===== src/rtl/sop_pkg.sv =====
package sop_pkg;

  typedef enum logic {
    SEL_DATA = 1'b0,
    SEL_CTRL = 1'b1
  } reg_sel_e;

  typedef struct packed {
    logic     wr;
    logic     rd;
    reg_sel_e sel;
  } phase_t;

  localparam logic [1:0] TRANS_NONSEQ = 2'b10;

endpackage


===== src/rtl/sop_rst_sync.sv =====
module sop_rst_sync #(
  parameter int STAGES = 2
) (
  input  logic clk,
  input  logic arst_n,
  output logic rst_n
);

  logic [STAGES-1:0] sh_q;
  logic [STAGES-1:0] sh_d;

  always_comb begin
    sh_d = {sh_q[STAGES-2:0], 1'b1};
  end

  always_ff @(posedge clk or negedge arst_n) begin
    if (!arst_n) sh_q <= '0;
    else         sh_q <= sh_d;
  end

  assign rst_n = sh_q[STAGES-1];

endmodule


===== src/rtl/sop_ahb_capture.sv =====
module sop_ahb_capture
  import sop_pkg::*;
#(
  parameter int ADDR_W  = 32,
  parameter int SEL_BIT = 2
) (
  input  logic              clk,
  input  logic              rst_n,
  input  logic              hsel,
  input  logic              hready,
  input  logic [1:0]        htrans,
  input  logic              hwrite,
  input  logic [ADDR_W-1:0] haddr,
  output phase_t            ph
);

  phase_t ph_q;
  phase_t ph_d;
  logic   take;
  logic   active;

  // htrans[1] set means NONSEQ or SEQ
  assign active = hsel && htrans[1];
  assign take   = hready;

  always_comb begin
    ph_d = ph_q;
    if (take) begin
      ph_d.wr  = active && hwrite;
      ph_d.rd  = active && !hwrite;
      ph_d.sel = haddr[SEL_BIT] ? SEL_CTRL : SEL_DATA;
    end
  end

  always_ff @(posedge clk or negedge rst_n) begin
    if (!rst_n) ph_q <= '{wr: 1'b0, rd: 1'b0, sel: SEL_DATA};
    else        ph_q <= ph_d;
  end

  assign ph = ph_q;

endmodule


===== src/rtl/sop_regs.sv =====
module sop_regs
  import sop_pkg::*;
#(
  parameter int DATA_W = 16
) (
  input  logic              clk,
  input  logic              rst_n,
  input  phase_t            ph,
  input  logic [DATA_W-1:0] wdata,
  input  logic              stage_in,
  output logic [DATA_W-1:0] data_q,
  output logic              valid_q,
  output logic              staged_q
);

  logic              ld_data;
  logic              ld_stage;
  logic [DATA_W-1:0] data_d;
  logic              valid_d;
  logic              staged_d;

  assign ld_data  = ph.wr && (ph.sel == SEL_DATA);
  assign ld_stage = ph.wr && (ph.sel == SEL_CTRL);

  always_comb begin
    data_d   = data_q;
    valid_d  = valid_q;
    staged_d = staged_q;
    if (ld_data) begin
      data_d  = wdata;
      valid_d = staged_q;
    end
    if (ld_stage) begin
      staged_d = stage_in;
    end
  end

  always_ff @(posedge clk or negedge rst_n) begin
    if (!rst_n) begin
      data_q   <= '0;
      valid_q  <= 1'b0;
      staged_q <= 1'b0;
    end else begin
      data_q   <= data_d;
      valid_q  <= valid_d;
      staged_q <= staged_d;
    end
  end

endmodule


===== src/rtl/sop_rdmux.sv =====
module sop_rdmux
  import sop_pkg::*;
#(
  parameter int BUS_W  = 32,
  parameter int DATA_W = 16
) (
  input  phase_t            ph,
  input  logic [DATA_W-1:0] data_q,
  input  logic              valid_q,
  input  logic              staged_q,
  output logic [BUS_W-1:0]  rdata
);

  localparam int PAD_W = BUS_W - DATA_W;

  logic [BUS_W-1:0] data_word;
  logic [BUS_W-1:0] stat_word;

  assign data_word = {{PAD_W{1'b0}}, data_q};
  assign stat_word = {{(BUS_W-2){1'b0}}, staged_q, valid_q};

  always_comb begin
    rdata = '0;
    if (ph.rd) begin
      rdata = (ph.sel == SEL_CTRL) ? stat_word : data_word;
    end
  end

endmodule


===== src/rtl/sync_out_port.sv =====
module sync_out_port
  import sop_pkg::*;
#(
  parameter int ADDR_W    = 32,
  parameter int BUS_W     = 32,
  parameter int DATA_W    = 16,
  parameter int SEL_BIT   = 2,
  parameter int RST_STAGES = 2
) (
  input  logic              hclk,
  input  logic              hresetn,
  input  logic              hsel,
  input  logic [ADDR_W-1:0] haddr,
  input  logic [1:0]        htrans,
  input  logic              hwrite,
  input  logic [2:0]        hsize,
  input  logic [BUS_W-1:0]  hwdata,
  input  logic              hready,
  output logic              hreadyout,
  output logic              hresp,
  output logic [BUS_W-1:0]  hrdata,
  output logic [DATA_W-1:0] data_out,
  output logic              data_valid
);

  logic   rst_q;
  phase_t ph;
  logic   staged_q;
  logic   unused_bits;

  assign unused_bits = ^{hsize, htrans[0], haddr, hwdata[BUS_W-1:DATA_W]};

  sop_rst_sync #(.STAGES(RST_STAGES)) u_rst (
    .clk    (hclk),
    .arst_n (hresetn),
    .rst_n  (rst_q)
  );

  sop_ahb_capture #(.ADDR_W(ADDR_W), .SEL_BIT(SEL_BIT)) u_cap (
    .clk    (hclk),
    .rst_n  (rst_q),
    .hsel   (hsel),
    .hready (hready),
    .htrans (htrans),
    .hwrite (hwrite),
    .haddr  (haddr),
    .ph     (ph)
  );

  sop_regs #(.DATA_W(DATA_W)) u_regs (
    .clk      (hclk),
    .rst_n    (rst_q),
    .ph       (ph),
    .wdata    (hwdata[DATA_W-1:0]),
    .stage_in (hwdata[0]),
    .data_q   (data_out),
    .valid_q  (data_valid),
    .staged_q (staged_q)
  );

  sop_rdmux #(.BUS_W(BUS_W), .DATA_W(DATA_W)) u_rd (
    .ph       (ph),
    .data_q   (data_out),
    .valid_q  (data_valid),
    .staged_q (staged_q),
    .rdata    (hrdata)
  );

  assign hreadyout = 1'b1;
  assign hresp     = 1'b0;

endmodule


===== config.mk =====
export PLATFORM = sky130hd
export DESIGN_NAME = sync_out_port
export DESIGN_NICKNAME = d
export VERILOG_FILES = /design/src/rtl/sop_pkg.sv /design/src/rtl/sop_rst_sync.sv /design/src/rtl/sop_ahb_capture.sv /design/src/rtl/sop_regs.sv /design/src/rtl/sop_rdmux.sv /design/src/rtl/sync_out_port.sv
export SDC_FILE = /design/constraint.sdc
export NUM_CORES = 1
export LEC_CHECK = 0
export ABC_AREA = 1
export BUFFER_PORTS_ARGS = -buffer_cell sky130_fd_sc_hd__buf_2
export CELL_PAD_IN_SITES_DETAIL_PLACEMENT = 0
export CELL_PAD_IN_SITES_GLOBAL_PLACEMENT = 1
export CORE_MARGIN = 8
export CORE_UTILIZATION = 24
export CTS_BUF_LIST = sky130_fd_sc_hd__clkbuf_4
export DETAILED_ROUTE_END_ITERATION = 8
export GPL_ROUTABILITY_DRIVEN = 0
export HOLD_SLACK_MARGIN = 0.1
export PLACE_DENSITY = 0.93
export SLEW_MARGIN = 20
export SYNTH_ARGS = -nofsm -noshare
export SYNTH_HDL_FRONTEND = slang
export SYNTH_SLANG_ARGS = --single-unit

===== constraint.sdc =====
create_clock -name hclk -period 2.8 [get_ports hclk]
set_input_delay 0.42 -clock hclk [delete_from_list [all_inputs] [get_ports hclk]]
set_output_delay 0.42 -clock hclk [all_outputs]
set_load 0.01 [all_outputs]

==> impl_summary.txt <==
----------------------------------------------------
[Finish]
  # nets final ... ~290
  Core utilization of the finished layout ... between 20 and 30%
  Most frequent standard cell in the layout excluding fill and tap cells ... buf_2
  Final antenna diode count ... 0
  Area taken by flip-flops and latches ... around 580 sq um
  Share of layout cells above drive strength 1 ... ~30%
  Finished Cell Area ... ~0.0015 sq mm
  Layout overhead on the synthesized area ... 23.2%
  Filler cell count ... 568
  Commonest non-fill, non-tap cells in the layout ... 55 x buf_2, 48 x nand2_1, 23 x dfrtp_1, 19 x nor2_1, 19 x conb_1
  Footprint of the multi-input gates ... approximately 440 sq um

[Outcome]
  Run status ... finished, final reports clean

[Worst setup path]
  Critical Path Max Stage Delay ... between 0.4 and 0.5 ns
  Required time at the endpoint of the critical path ... 2.38 ns
  Cell-by-cell listing of the critical path ... inv_2, nand2_4, nor2_1, buf_2
  Worst Reg-to-Reg Cells ... 3
  Register-to-register setup slack ... around 1.3 ns
  Slowest cell on the critical path ... dfrtp_1
  Maximum fanout along the worst path ... 20
  Startpoint of the most critical register-to-register path ... u_cap.ph[2]$_DFFE_PN0P_
  Critical path arrival ... around 1.6 ns
  Element type at the critical path start ... flop
  Gate family responsible for the most delay along the worst path ... flip-flops
  Critical path endpoint category ... output pin
  Worst Path Class, Setup ... flop to output pin
  Worst r2r dst ... u_regs.data_q[5]$_DFFE_PN0P_
  Number of buffers and inverters on the critical path ... 2

[CTS]
  Clock buffer depth ... 2
  CTS Root Buffer Type ... clkbuf_4
  Clock transition at path regs ... 0.13 ns
  Setup repair bufs after CTS ... 0
  CTS tree ... built
  H-tree lvl count ... 1
  Hold-fix buffer count after cts ... 1
  Clock Sinks ... 23
  Resized Gates After CTS ... 0
  Num CTS Buffers ... 3
  Clock insertion delay at the later pin of the skew report ... approximately 0.31 ns

[STA]
  Worst-case clock skew ... ~0.006 ns
  Unrepaired setup endpoints after global routing ... no
  Final worst-path cycle share ... roughly 72%
  Final Hold Vio Count ... 0
  Actual transition at the worst max-transition pin ... between 0.8 and 0.9 ns
  Endpoints failing setup ... 0
  Max-slew violation count ... 0
  Relative slew slack ... ~42%
  Fmax ... 494 MHz
  Time the final worst path needs with I/O delays and setup ... between 2 and 2.5 ns
  Total negative setup slack ... 0 ns
  Final Worst Setup Slack ... 0.775 ns

[Run]
  Max cap viols ... 0

[Routing]
  Routed Wire Length ... about 3.2 mm
  Count of routing violations after the opening detailed-route iteration ... between 50 and 60
  Post-detailed-route via-to-cell ratio ... about 3.8
  Router iterations before antenna repair ... 4
  Total vias in the final route ... 1051
  Post-route DRC violation count ... 0
  Wire per inst ... approximately 11 um
  Post-detailed-route count of antenna-violating nets ... 0

[Synth]
  Count of cell types in the netlist ... 13
  Sequential element share of the synthesized area ... 47.6%
  Avg Synthesized Cell Area ... slightly below 8 sq um
  Seq cells post-synth ... 23
  Mapped cell area ... about 0.0012 sq mm
  Mapped Cells ... between 150 and 200
  Syn. warnings ... 0

[Pwr]
  Net Sw Frac ... 36.7%
  Power Density ... 634 mW/mm^2
  Combinational share of power ... between 30% and 40%
  Relative contribution of sequential cells to total power ... 52.0%
  Leakage Power ... 0.919 nW
  Internal power contribution ... 0.599 mW
  Switching power ... between 0.3 and 0.4 mW
  IR Drop Worst-Case VDD ... 0.163 mV
  Fraction of power consumed by the clock network ... 17.9%

[Placement]
  Count of buffers inserted at the top-level ports ... 55
  Placement Setup Slack ... approximately 1.1 ns
  HPWL after detailed placement ... 2.43 mm
  Post-DP Area ... about 0.0015 sq mm

[Global route]
  First-pass GRT wire length ... between 4 and 5 mm
  Via count of the first global-routing pass ... between 1000 and 1500
  Maximum number of pins on one net before global-route repair ... 22
  Initial antenna violation count ... 0
  Gr ovfl total ... 0
  GRT Util Overall ... under 10%

[Min path]
  End of the worst hold path ... u_cap.ph[0]$_DFFE_PN0P_
  Worst min-delay path category ... input pin to flop
  Cell depth of the worst min-delay path ... 3
  Source of the worst hold timing path ... haddr[2]

[Floorplanning]
  Number of top-level pins ... between 100 and 150
  Core Region ... 0.00498 sq mm
  Die outline width ... a little under 90 um
  Starting Density ... 24.3%
  Overall die area ... 0.00757 sq mm
  Chip height ... a little under 90 um
  Number of standard-cell rows in the floorplan ... 26

----------------------------------------------------
[metrics by stage]
step / hold WS, ns / std cells / power (mW)
final: 0.310 / 280 / 0.945
after detailed placement: 0.209 / 275 / 0.791
after CTS: 0.304 / 280 / 0.965
after global routing: 0.300 / 280 / 1.03
after floorplan: 0.124 / 174 / 0.678
after global placement: 0.207 / 275 / 0.783
[power groups by stage]
stage               registers (mW)  logic [mW]  clock network (mW)
finish                       0.491       0.285               0.169
global route                 0.507       0.329               0.191
CTS                          0.493       0.293               0.179
detailed placement           0.500       0.291                   0
global placement             0.495       0.287                   0
floorplan                    0.523       0.155                   0
[area by class of cell]
class | instances | area share [%]
Multi-Input combinational cell | 108 | 29.6
Tap cell | 70 | 5.88
Inverter | 19 | 4.79
Clock buffer | 4 | 2.02
Timing Repair Buffer | 56 | 19.1
Sequential cell | 23 | 38.6
[flip-flops by register name, indices dropped and copies added, names as in the netlist]
| name | cells |
|---|---|
| u_regs.data_q | 16 |
| u_cap.ph | 3 |
| u_rst.sh_q | 2 |
| u_regs.staged_q | 1 |
| u_regs.valid_q | 1 |
[cells by family (layout without fill, tap and decap cells)]
| family | after synthesis | after routing | synth area share [%] |
|---|---|---|---|
| DFF | 23 | 23 | 47.6 |
| AOI/OAI and AO/OA | 2 | 2 | 0.827 |
| and+or+nand+nor | 87 | 87 | 29.7 |
| buffers and inverters | 43 | 79 | 21.3 |
| other | 2 | 19 | 0.621 |
[per-layer routing]
layer | share of wire, % | GRT usage, % | up-vias | wire length [um]
li1 | - | - | 536 | -
met5 | 0 | 0 | - | 0
met2 | 50 | 14.9 | 39 | 1580
met4 | 0.50 | 1.41 | 0 | 16
met1 | 40 | 8.74 | 474 | 1290
met3 | 9.6 | 3.96 | 2 | 307
[synth_stat cells, drive strengths merged]
master | number | area (sq um)
nor2 | 19 | 71.3
o21ai | 2 | 10.0
nand3 | 18 | 90.1
conb | 2 | 7.51
buf | 24 | 186
inv | 19 | 71.3
dfrtp | 23 | 576
nand2 | 50 | 198
[worst reg2reg max path, stage by stage (launching register included)]
cell and delay (ns):
dfrtp_1 0.86, nand2_2 0.40, nand2_1 0.15, nand2_1 0.05
[how the worst max path moves through the flow]
stage	start	end	slack, ns	depth (start not counted)
floorplan	u_cap.ph[0]$_DFFE_PN0P_	hrdata[10]	1.40	5
global placement	u_cap.ph[0]$_DFFE_PN0P_	hrdata[8]	1.10	4
detailed placement	u_cap.ph[0]$_DFFE_PN0P_	hrdata[11]	1.10	4
CTS	u_cap.ph[0]$_DFFE_PN0P_	hrdata[11]	0.73	4
global route	u_cap.ph[0]$_DFFE_PN0P_	hrdata[5]	0.59	4
finish	u_cap.ph[0]$_DFFE_PN0P_	hrdata[5]	0.77	4
Power figures use the tool's default switching activity.
